--- config.mk ---
export PLATFORM = sky130hd
export DESIGN_NAME = adc_seq_host
export DESIGN_NICKNAME = d
export VERILOG_FILES = /design/src/rtl/adc_seq_pkg.sv /design/src/rtl/adc_seq_ctrl.sv /design/src/rtl/adc_seq_dp.sv /design/src/rtl/adc_seq_host.sv
export SDC_FILE = /design/constraint.sdc
export NUM_CORES = 1
export LEC_CHECK = 0
export CORE_AREA = 10 10 68 84
export DETAILED_ROUTE_END_ITERATION = 12
export DIE_AREA = 0 0 78 94
export PLACE_DENSITY = 0.75
export SETUP_SLACK_MARGIN = 0.05
export SYNTH_ARGS = -nofsm -noshare
export SYNTH_HDL_FRONTEND = slang
export SYNTH_SLANG_ARGS = --single-unit
--- constraint.sdc ---
create_clock -name clk -period 2.5 [get_ports clk]
set_input_delay 0.375 -clock clk [delete_from_list [all_inputs] [get_ports clk]]
set_output_delay 0.375 -clock clk [all_outputs]
set_load 0.005 [all_outputs]
--- src/rtl/adc_seq_pkg.sv ---
package adc_seq_pkg;

  typedef enum logic [2:0] {
    S_IDLE,
    S_CONV,
    S_GAP,
    S_LOW,
    S_HIGH,
    S_ACQ
  } seq_state_e;

  // Strobes from the sequencer to the datapath
  typedef struct packed {
    logic clrShift;
    logic shiftEn;
    logic loadOut;
  } dp_ctrl_t;

endpackage

--- src/rtl/adc_seq_ctrl.sv ---
module adc_seq_ctrl
  import adc_seq_pkg::*;
#(
  parameter int NUM_CH      = 4,
  parameter int SCK_HALF    = 2,
  parameter int CONV_CYCLES = 20,
  parameter int ACQ_CYCLES  = 8,
  parameter int WORD_W      = 16,
  parameter int CH_W        = 2
) (
  input  logic              clk,
  input  logic              rstN,
  input  logic              startReq,
  input  logic              outValid,
  output dp_ctrl_t          ctl,
  output logic [CH_W-1:0]   chanIdx,
  output logic              cnvOut,
  output logic              sckOut,
  output logic [NUM_CH-1:0] selN
);

  localparam int GAP_CYCLES = 2 * SCK_HALF;
  localparam int BIG_A      = (CONV_CYCLES > ACQ_CYCLES) ? CONV_CYCLES : ACQ_CYCLES;
  localparam int TMR_MAX    = (BIG_A > GAP_CYCLES) ? BIG_A : GAP_CYCLES;
  localparam int TMR_W      = $clog2(TMR_MAX + 1);
  localparam int BIT_W      = $clog2(WORD_W);

  localparam logic [TMR_W-1:0] T_CONV = TMR_W'(CONV_CYCLES - 1);
  localparam logic [TMR_W-1:0] T_ACQ  = TMR_W'(ACQ_CYCLES - 1);
  localparam logic [TMR_W-1:0] T_GAP  = TMR_W'(GAP_CYCLES - 1);
  localparam logic [TMR_W-1:0] T_HALF = TMR_W'(SCK_HALF - 1);
  localparam logic [BIT_W-1:0] LAST_BIT = BIT_W'(WORD_W - 1);
  localparam logic [CH_W-1:0]  LAST_CH  = CH_W'(NUM_CH - 1);

  seq_state_e        state, stateNext;
  logic [TMR_W-1:0]  tmr, tmrNext;
  logic [BIT_W-1:0]  bitCnt, bitNext;
  logic [CH_W-1:0]   chan, chanNext;
  logic              tmrDone;

  assign tmrDone = (tmr == '0);

  always_ff @(posedge clk) begin
    if (!rstN) begin
      state  <= S_IDLE;
      tmr    <= '0;
      bitCnt <= '0;
      chan   <= '0;
    end else begin
      state  <= stateNext;
      tmr    <= tmrNext;
      bitCnt <= bitNext;
      chan   <= chanNext;
    end
  end

  always_comb begin
    stateNext = state;
    tmrNext   = tmrDone ? tmr : tmr - 1'b1;
    bitNext   = bitCnt;
    chanNext  = chan;
    ctl       = '0;
    unique case (state)
      S_IDLE: begin
        if (startReq) begin
          stateNext = S_CONV;
          tmrNext   = T_CONV;
          chanNext  = '0;
        end
      end
      S_CONV: begin
        if (tmrDone) begin
          stateNext = S_GAP;
          tmrNext   = T_GAP;
        end
      end
      S_GAP: begin
        // next read only once the output register is free
        if (tmrDone && !outValid) begin
          stateNext    = S_LOW;
          tmrNext      = T_HALF;
          bitNext      = '0;
          ctl.clrShift = 1'b1;
        end
      end
      S_LOW: begin
        if (tmrDone) begin
          stateNext = S_HIGH;
          tmrNext   = T_HALF;
        end
      end
      S_HIGH: begin
        if (tmrDone) begin
          // clock falls on this edge: take the bit now
          ctl.shiftEn = 1'b1;
          if (bitCnt == LAST_BIT) begin
            ctl.loadOut = 1'b1;
            if (chan == LAST_CH) begin
              stateNext = S_ACQ;
              tmrNext   = T_ACQ;
            end else begin
              chanNext  = chan + 1'b1;
              stateNext = S_GAP;
              tmrNext   = T_GAP;
            end
          end else begin
            bitNext   = bitCnt + 1'b1;
            stateNext = S_LOW;
            tmrNext   = T_HALF;
          end
        end
      end
      S_ACQ: begin
        if (tmrDone) stateNext = S_IDLE;
      end
      default: stateNext = S_IDLE;
    endcase
  end

  assign chanIdx = chan;
  assign cnvOut  = (state == S_CONV) || (state == S_GAP) ||
                   (state == S_LOW)  || (state == S_HIGH);
  assign sckOut  = (state == S_HIGH);

  for (genvar i = 0; i < NUM_CH; i++) begin : g_sel
    assign selN[i] = !(((state == S_LOW) || (state == S_HIGH)) && (chan == CH_W'(i)));
  end

endmodule

--- src/rtl/adc_seq_dp.sv ---
module adc_seq_dp
  import adc_seq_pkg::*;
#(
  parameter int WORD_W = 16,
  parameter int CH_W   = 2
) (
  input  logic              clk,
  input  logic              rstN,
  input  dp_ctrl_t          ctl,
  input  logic              dataIn,
  input  logic [CH_W-1:0]   chanIdx,
  input  logic              outReady,
  output logic              outValid,
  output logic [WORD_W-1:0] outData,
  output logic [CH_W-1:0]   outChan
);

  logic [WORD_W-2:0] shiftReg;

  always_ff @(posedge clk) begin
    if (!rstN) begin
      shiftReg <= '0;
    end else if (ctl.clrShift) begin
      shiftReg <= '0;
    end else if (ctl.shiftEn) begin
      shiftReg <= {shiftReg[WORD_W-3:0], dataIn};
    end
  end

  always_ff @(posedge clk) begin
    if (!rstN) begin
      outValid <= 1'b0;
      outData  <= '0;
      outChan  <= '0;
    end else if (ctl.loadOut) begin
      outValid <= 1'b1;
      outData  <= {shiftReg, dataIn};
      outChan  <= chanIdx;
    end else if (outValid && outReady) begin
      outValid <= 1'b0;
    end
  end

endmodule

--- src/rtl/adc_seq_host.sv ---
module adc_seq_host
  import adc_seq_pkg::*;
#(
  parameter int NUM_CH      = 4,
  parameter int SCK_HALF    = 2,
  parameter int CONV_CYCLES = 20,
  parameter int ACQ_CYCLES  = 8,
  localparam int WORD_W     = 16,
  localparam int CH_W       = (NUM_CH > 1) ? $clog2(NUM_CH) : 1
) (
  input  logic              clk,
  input  logic              rstN,
  input  logic              startReq,
  output logic              cnvOut,
  output logic              sckOut,
  output logic [NUM_CH-1:0] selN,
  input  logic              dataIn,
  output logic              outValid,
  input  logic              outReady,
  output logic [WORD_W-1:0] outData,
  output logic [CH_W-1:0]   outChan
);

  dp_ctrl_t        ctl;
  logic [CH_W-1:0] chanIdx;

  adc_seq_ctrl #(
    .NUM_CH(NUM_CH), .SCK_HALF(SCK_HALF), .CONV_CYCLES(CONV_CYCLES),
    .ACQ_CYCLES(ACQ_CYCLES), .WORD_W(WORD_W), .CH_W(CH_W)
  ) u_ctrl (
    .clk(clk), .rstN(rstN), .startReq(startReq), .outValid(outValid),
    .ctl(ctl), .chanIdx(chanIdx), .cnvOut(cnvOut), .sckOut(sckOut), .selN(selN)
  );

  adc_seq_dp #(
    .WORD_W(WORD_W), .CH_W(CH_W)
  ) u_dp (
    .clk(clk), .rstN(rstN), .ctl(ctl), .dataIn(dataIn), .chanIdx(chanIdx),
    .outReady(outReady), .outValid(outValid), .outData(outData), .outChan(outChan)
  );

endmodule

-- Word-level counts from Yosys, hierarchy flattened
Index checks and enable logic that the tools add are counted.
- bits in registers: 48
- memories kept: 0
- output and inout port bits: 25
- word-level logic and storage cells: 89
- latch bits: 0
- bits in read-only memories: 0
- bits in writable memories: 0
- input bits: 5
- $lt $le $gt $ge: 0
- shifts and indexed selects: 0
- bitwise logic cells: 1
- equality and inequality tests: 18
- reductions and logical operators: 25
- $mul: 0
- div/mod/pow operators: 0
- add/sub/neg operators: 3
- mux-type cells: 34
- operators by type and width (kind ; count):
    $mux 3 ; 10
    $mux 5 ; 6
    $pmux 5 s5 ; 1
    $pmux 3 s6 ; 1
    $mux 2 ; 6
    $mux 4 ; 3
    $ne 2x1->1 const B ; 6
    $pmux 4 s2 ; 1
    $eq 3x2->1 const B ; 2
    $eq 3x3->1 const B ; 2
    $logic_and 1x1->1 ; 6
    $ne 2x2->1 const B ; 3
    $reduce_and 6->1 ; 1
    $reduce_bool 2->1 ; 3
    $logic_not 1->1 ; 5
    $logic_not 5->1 ; 1
    $mux 1 ; 5
    $reduce_and 5->1 ; 1
    $sub 5x1->5 const B ; 1
    $add 4x1->4 const B ; 1
    $eq 2x2->1 const B ; 2
    $eq 4x4->1 const B ; 1
    $logic_or 1x1->1 ; 4
    $pmux 2 s2 ; 1
    other kinds (8) ; 8

-- Longest topological paths before layout
Gate-level depths: netlist of the first run.
- depth in word-level cells: 5
- depth in mapped cells: 9
- gate-level depth less buffers: 6

-- Hierarchy
A second synthesis of the first run with hierarchy kept.
- cell total of the unflattened synthesis: 232
- area, all modules: 2250.9 um^2
- modules (own cells, without submodules) (module ; area an instance (um^2) ; cells an instance ; instances):
    adc_seq_dp ; 1265.0 ; 110 ; 1
    adc_seq_ctrl ; 985.9 ; 122 ; 1

-- Worst setup path after synthesis of the first run
OpenSTA, ideal clock, no wires.
- path type: register to register
- from: register u_ctrl.tmr[0]
- to: register u_ctrl.chan[0] (netlist: u_ctrl.chanIdx[0])
- cell stages (with the launch flop): 9
- path slack: 444 ps
- data arrival time: 1924 ps
- required time: 2368 ps
- buffers on the path: 2
- cell sequence: dfxtp_1 -> inv_1 -> ha_1 -> or4b_1 -> buf_4 -> or3_4 -> buf_2 -> o211ai_1 -> a21oi_1
- word-level cells in the longest chain between the ends: 3
- ends and longest elaborated chain (what ; RTL line ; RTL):
    from (decl) ; adc_seq_ctrl.sv:36 ; logic [TMR_W-1:0] tmr, tmrNext;
    from (signal assigned) ; adc_seq_ctrl.sv:51 ; tmr <= tmrNext;
    $logic_not 5->1 ; adc_seq_ctrl.sv:41 ; assign tmrDone = (tmr == '0);
    $ne 2x1->1 (no source line) ; - ;
    $reduce_and 5->1 (no source line) ; - ;
    to (signal assigned) ; adc_seq_ctrl.sv:53 ; chan <= chanNext;
    to (decl) ; adc_seq_ctrl.sv:38 ; logic [CH_W-1:0] chan, chanNext;
Every way passes these cells.
A chain may end at the register's enable or synchronous reset.

-- Worst setup path in the final report of the first run
- from: register u_ctrl.state[1]
- to: output port sckOut
- word-level cells in the longest chain between the ends: 1
- ends and longest elaborated chain (what ; RTL line ; RTL):
    from (decl) ; adc_seq_ctrl.sv:35 ; seq_state_e state, stateNext;
    from (signal assigned) ; adc_seq_ctrl.sv:50 ; state <= stateNext;
    $eq 3x3->1 ; adc_seq_ctrl.sv:123 ; assign sckOut = (state == S_HIGH);
    to (decl) ; adc_seq_host.sv:15 ; output logic sckOut,
Every way passes these cells.

==> results of run 1 <==
[cell usage after synthesis, types with 3 or more instances]
library cell   n
nor2_1        12
o31ai_1        3
o21ai_0        9
ha_1           6
nand3_1        3
a21oi_1       43
buf_2          5
clkbuf_1       8
inv_1          7
or3_1          3
dfxtp_1       48
nor2b_1        3
nand2_1       78
[kinds of logic after synthesis]
family          after synthesis
buf+inv                      22
xor+xnor                      3
flops                        48
mux                           1
simple gates                116
compound gates               68
fa+ha+maj                     6
[layer usage]
layer	up-vias	GRT usage (%)
li1	959	-
met4	0	7.485
met2	37	22.09
met3	11	4.119
met5	-	0
met1	868	13.89
[stage by stage]
| stage | power (W) | instances | hold WS, ps | util [%] | area [um2] |
|---|---|---|---|---|---|
| 3_3_place_gp | 0.001368 | 346 | 446.9 | 60.55 | 2462 |
| 2_1_floorplan | 0.001230 | 264 | 432.1 | - | 2082 |
| 6_report | 0.001825 | 354 | 455.4 | 62.83 | 2555 |
| 3_5_place_dp | 0.001375 | 346 | 447.6 | 60.55 | 2462 |
| 5_1_grt | 0.001925 | 354 | 480.4 | 62.83 | 2555 |
| 4_1_cts | 0.001831 | 354 | 459.0 | 62.77 | 2552 |
[what timing repair did]
item | 4_1_cts | 5_1_grt
endpoints found under the setup margin | 0 | 5
resized for setup | 0 | 1
hold buffers | 0 | 0
setup buffers | 0 | 0
[where the power goes]
part | switching [W] | leakage, nW | internal [W] | total, W
Sequential | 0.0000491 | 0.388 | 0.000808 | 0.000858
Clock | 0.000236 | 0.0455 | 0.000226 | 0.000462
Combinational | 0.000287 | 0.457 | 0.000218 | 0.000505
[path summary, 6_finish.rpt]
path                                          end  slack [ps]  cells past startpoint
worst max register to register  u_ctrl.chanIdx[0]         360                      6
worst min register to register    u_dp.outData[9]         460                      2
worst max-delay path                       sckOut         220                      3
worst min-delay path              u_dp.outData[9]         460                      2
[worst max-delay path: stages, from the launching register on]
cell	delay, ps
dfxtp_1	430
or3b_4	470
inv_1	170
clkdlybuf4s50_1	530
[state kept, by name (all words and copies together) (netlist names)]
register / cells
u_dp.outData: 16
u_ctrl.state: 3
u_dp.outChan: 2
u_dp.shiftReg: 15
u_ctrl.chanIdx: 2
u_ctrl.bitCnt: 4
u_ctrl.tmr: 5
u_dp.outValid: 1
[layout make-up]
| cell class | count | area [um2] |
|---|---|---|
| fillers | 390 | 1511 |
| multi-input cells | 194 | 1031 |
| flip-flops and latches | 48 | 960.9 |
| repair buffers | 40 | 372.9 |
| clock buffers | 8 | 90.09 |
| well taps | 56 | 70.07 |
| inverters | 8 | 30.03 |
==> results.py, run 1 <==
metrics = {
    "status": {
        "status": "finished clean",
    },
    "cts": {
        "cts_tree": "yes",
        "htree_num_levels": 2,
        "cts-root-buf": "clkbuf_8",
        "clock_latency_ps": 300,
        "clk_pin_slew_worst_paths_ps": 80,
        "numCtsBuffers": 5,
        "clock_path_buffers": 2,
        "cts_sinks": 48,
    },
    "final_layout": {
        "drive_gt1_share_pct": 7.047,
        "layout_common_cells": "nand2_1 (78), dfxtp_1 (48), a21oi_1 (43)",
        "n_antenna_cell": 0,
        "final_common_cell": "nand2_1",
        "syn2layout_area_growth_pct": 22.72,
        "final_net_count": 308,
    },
    "logic_synthesis": {
        "synth.avg_cell_area_um2": 7.886,
        "synthAdderAreaFrac_pct": 3.606,
        "yosysTopAreaCellShare_pct": 46.15,
        "yosys.area_share.simple_pct": 25.60,
        "ys_seq_area_share_pct": 46.15,
        "synth.largest_area_cell": "dfxtp_1",
        "synth_top_family_by_area": "simple AND/OR/NAND/NOR gates",
        "synth_edf_count": 0,
        "muxShareOfSynthArea_pct": 0.4808,
        "yosysUniqueCellTypes": 40,
        "synthArstFlopShare_pct": 0,
        "synthCells": 264,
        "synth-main-ff-cell": "dfxtp_1",
        "synth_compound_area_share_pct": 18.45,
        "ys_seq_elements": 48,
        "synth_area_mm2": 0.002082,
        "synthTopCellsByArea": "dfxtp_1 (46%), nand2_1 (14%), a21oi_1 (10%)",
        "synth_nets": 275,
        "ys_warn_count": 0,
        "synthXorXnorAreaFrac_pct": 1.262,
    },
    "detailed_routing": {
        "ant_nets": 0,
        "drc": 0,
        "drt_wl_total_um": 4738,
        "dr.max_layer_used": "met4",
        "via_count": 1875,
        "met1_length_um": 2042,
        "wl_per_cell_um": 13.38,
        "drt_iter0_drc": 117,
        "met2WireLength_um": 2315,
        "avgViaCountPerCell": 5.297,
        "routed-wl-met3_um": 264,
        "drt_first_pass_iters": 4,
    },
    "critical_path": {
        "start_kind": "flop",
        "worstSetupPathType": "flop to primary output",
        "required_ps": 2120,
        "cp_max_fo": 13,
        "critical_path_arrival_ps": 1900,
        "r2r_start": "u_ctrl.tmr[0]",
        "crit_path_end_kind": "primary output",
        "cp-startpoint": "u_ctrl.state[1]",
    },
    "sta": {
        "setup_ws_ps": 220.3,
        "drv_slew": 0,
        "finalClockSkew_ps": 5.610,
        "maxSlewHeadroom_pct": 61.59,
        "rsz0062_at_grt": "false",
        "finalHoldViolations": 0,
        "tightestPinTransition_ps": 568.1,
        "fmax_ghz": 0.4387,
        "period_minus_slack_ps": 2280,
        "min_period_over_period_pct": 91.19,
        "setup_violations": 0,
        "fin_setup_tns_ps": 0,
    },
    "placed_design": {
        "place_ws_ps": 372.1,
        "dp.final_hpwl_um": 3348,
        "port_buffers": 29,
        "globalplace.congestion": 0.8824,
    },
    "floorplan": {
        "rows": 26,
        "dieArea_mm2": 0.007332,
        "die_w_um": 78,
        "start_util_pct": 51.20,
        "core_mm2": 0.004066,
        "die_h_um": 94,
        "io_pins": 30,
    },
    "power": {
        "ir_drop_v": 0.0004395,
        "p_leak_nw": 0.8902,
        "power_density_mw_per_mm2": 714.3,
    },
    "job": {
        "cap_violations": 0,
    },
    "global_routing": {
        "grt_max_degree": 26,
        "grt_overflow": 0,
        "antenna_found_initial": 0,
        "grt_pass1_vias": 1726,
        "grt_pass1_wl_um": 7831,
        "gr-usage-all-layers_pct": 12.99,
    },
    "hold_path": {
        "min_path_type": "flop to flop",
        "hp-start": "u_dp.outData[9]",
    },
}
No activity file was read; power rests on OpenSTA's default activity.
==> run 2, diff against run 1 <==
CORE_AREA = 2 2 58 74   (was 10 10 68 84)
CTS_BUF_LIST = sky130_fd_sc_hd__clkbuf_8   (was not set)
DIE_AREA = 0 0 60 76   (was 0 0 78 94)
PLACE_DENSITY = 0.79   (was 0.75)
SLEW_MARGIN = 20   (was not set)
==> run 2 against run 1 <==
Net effect: die area shrank 38%; power grew 5.9%; combinational power is essentially flat; clock power grew 24%; register-to-register slack gained 60 ps; hold slack is essentially flat; critical path depth is the same; final cell count shrank 0.28%; sequential share of layout area shrank 0.26 points; global-route usage grew 7.7 points; maximum frequency shrank 0.21%; via count shrank 1.2%; critical endpoint unchanged.
==> results.py, run 2 (same netlist as run 1, synthesis figures left out) <==
metrics = {
    "critical_path": {
        "rrSetupSlack_ps": 420,
        "crit_family": "buffers and inverters",
        "cp_max_fo": 13,
        "max_stage_delay_ps": 530,
        "r2r-end": "u_ctrl.chanIdx[1]",
        "crit_path_end_kind": "primary output",
        "worstSetupPathType": "flop to primary output",
        "crit_buf_inv": 2,
        "r2r_start": "u_ctrl.tmr[0]",
        "required_ps": 2120,
        "start_kind": "flop",
        "critical_path_arrival_ps": 1910,
        "worstPathCellList": "or3b_4 -> inv_1 -> clkdlybuf4s50_1",
        "r2r_cells": 6,
        "cpMaxStageDelayCell": "clkdlybuf4s50_1",
    },
    "final_layout": {
        "multi_input_area_mm2": 0.001031,
        "fillers": 345,
        "layout_common_cells": "nand2_1 (78), dfxtp_1 (48), a21oi_1 (43)",
        "n_antenna_cell": 0,
        "final_net_count": 307,
        "drive_gt1_share_pct": 7.407,
        "largest_reg_flops": 16,
        "top_regs": "u_dp.outData x16, u_dp.shiftReg x15, u_ctrl.tmr x5",
        "seq_area_um2": 960.9,
        "top_register": "u_dp.outData",
        "syn2layout_area_growth_pct": 23.56,
        "final_common_cell": "nand2_1",
    },
    "floorplan": {
        "io_pins": 30,
        "core_mm2": 0.003936,
        "start_util_pct": 52.89,
        "die_w_um": 60,
        "rows": 26,
        "die_h_um": 76,
        "dieArea_mm2": 0.004560,
    },
    "sta": {
        "period_minus_slack_ps": 2285,
        "tightestPinTransition_ps": 523.5,
        "drv_slew": 0,
        "setup_violations": 0,
        "rsz0062_at_grt": "false",
        "setup_ws_ps": 215.5,
        "maxSlewHeadroom_pct": 64.61,
        "fmax_ghz": 0.4377,
        "min_period_over_period_pct": 91.38,
        "finalClockSkew_ps": 7.702,
        "finalHoldViolations": 0,
        "fin_setup_tns_ps": 0,
    },
    "cts": {
        "cts-root-buf": "clkbuf_8",
        "cts_sinks": 48,
        "clock_latency_ps": 300,
        "numCtsBuffers": 5,
        "ctsHoldBuffers": 0,
        "clock_path_buffers": 2,
        "cts_setup_buffers": 0,
        "cts_tree": "yes",
        "cts_resized": 0,
        "clk_pin_slew_worst_paths_ps": 90,
        "htree_num_levels": 2,
    },
    "power": {
        "power_density_mw_per_mm2": 751.4,
        "p_leak_nw": 0.8953,
        "ir_drop_v": 0.0004616,
    },
    "detailed_routing": {
        "drt_iter0_drc": 134,
        "met2WireLength_um": 2160,
        "met1_length_um": 1956,
        "drc": 0,
        "routed-wl-met3_um": 164,
        "ant_nets": 0,
        "dr.max_layer_used": "met4",
        "avgViaCountPerCell": 5.246,
        "drt_wl_total_um": 4358,
        "wl_per_cell_um": 12.35,
        "via_count": 1852,
        "drt_first_pass_iters": 4,
    },
    "placed_design": {
        "dp.final_hpwl_um": 3012,
        "place_ws_ps": 450.3,
        "port_buffers": 29,
        "globalplace.congestion": 0.8234,
    },
    "global_routing": {
        "antenna_found_initial": 0,
        "gr-usage-all-layers_pct": 20.68,
        "grt_pass1_wl_um": 7341,
        "grt_pass1_vias": 1737,
        "grt_max_degree": 26,
        "grt_overflow": 0,
    },
    "job": {
        "cap_violations": 0,
    },
    "hold_path": {
        "min_path_type": "flop to flop",
        "holdPathStages": 2,
        "hold_path_end": "u_dp.outData[3]",
        "hp-start": "u_dp.outData[3]",
    },
    "status": {
        "status": "finished clean",
    },
}
-- run 2: cell types whose count changed in the layout (fill, tap and decap cells not counted), sizes merged --
cell / change
inv: +1
buf: -1
clkbuf: -3
bufinv: +1
clkinvlp: +1
-- run 2: report_power, final --
part,switching (W),internal [W]
Sequential,0.0000494,0.000809
Combinational,0.000288,0.000215
Clock,0.000270,0.000301
-- run 2: stage by stage --
stage	total power [W]	hold slack, ps	instances	util [%]	instance area, um2
floorplan	0.001230	432.1	264	-	2082
global placement	0.001361	445.0	345	62.36	2455
detailed placement	0.001373	446.1	345	62.36	2455
CTS	0.001940	458.2	353	65.29	2570
global route	0.002044	477.2	353	65.35	2572
finish	0.001933	455.7	353	65.35	2572
-- run 2: worst reg2reg max path: stages (launching register included) --
cell	delay, ps
dfxtp_1	320
inv_1	80
ha_1	210
or4b_1	470
or3_4	470
o21ai_0	250
mux2i_1	210
-- run 2: layout make-up --
cell class              instances  area share, %
multi-input cells             194          40.08
flip-flops and latches         48          37.35
repair buffers                 39          14.20
well taps                      56          2.724
clock buffers                   5          2.675
clock inverters                 3          1.800
inverters                       8          1.167
-- run 2: how the worst max path moves through the flow --
stage	cells after the start	from	endpoint
5_1_grt	3	u_ctrl.state[1]	sckOut
3_5_place_dp	3	u_ctrl.state[1]	sckOut
2_1_floorplan	8	u_ctrl.tmr[0]	u_ctrl.chanIdx[0]
6_report	3	u_ctrl.state[1]	sckOut
4_1_cts	3	u_ctrl.state[1]	sckOut
3_3_place_gp	3	u_ctrl.state[1]	sckOut
-- run 2: routing by layer --
layer  track usage, %  vias up
li1                 -      956
met1            24.05      847
met2            34.57       40
met3            4.924        9
met4            9.556        0
met5                0        -
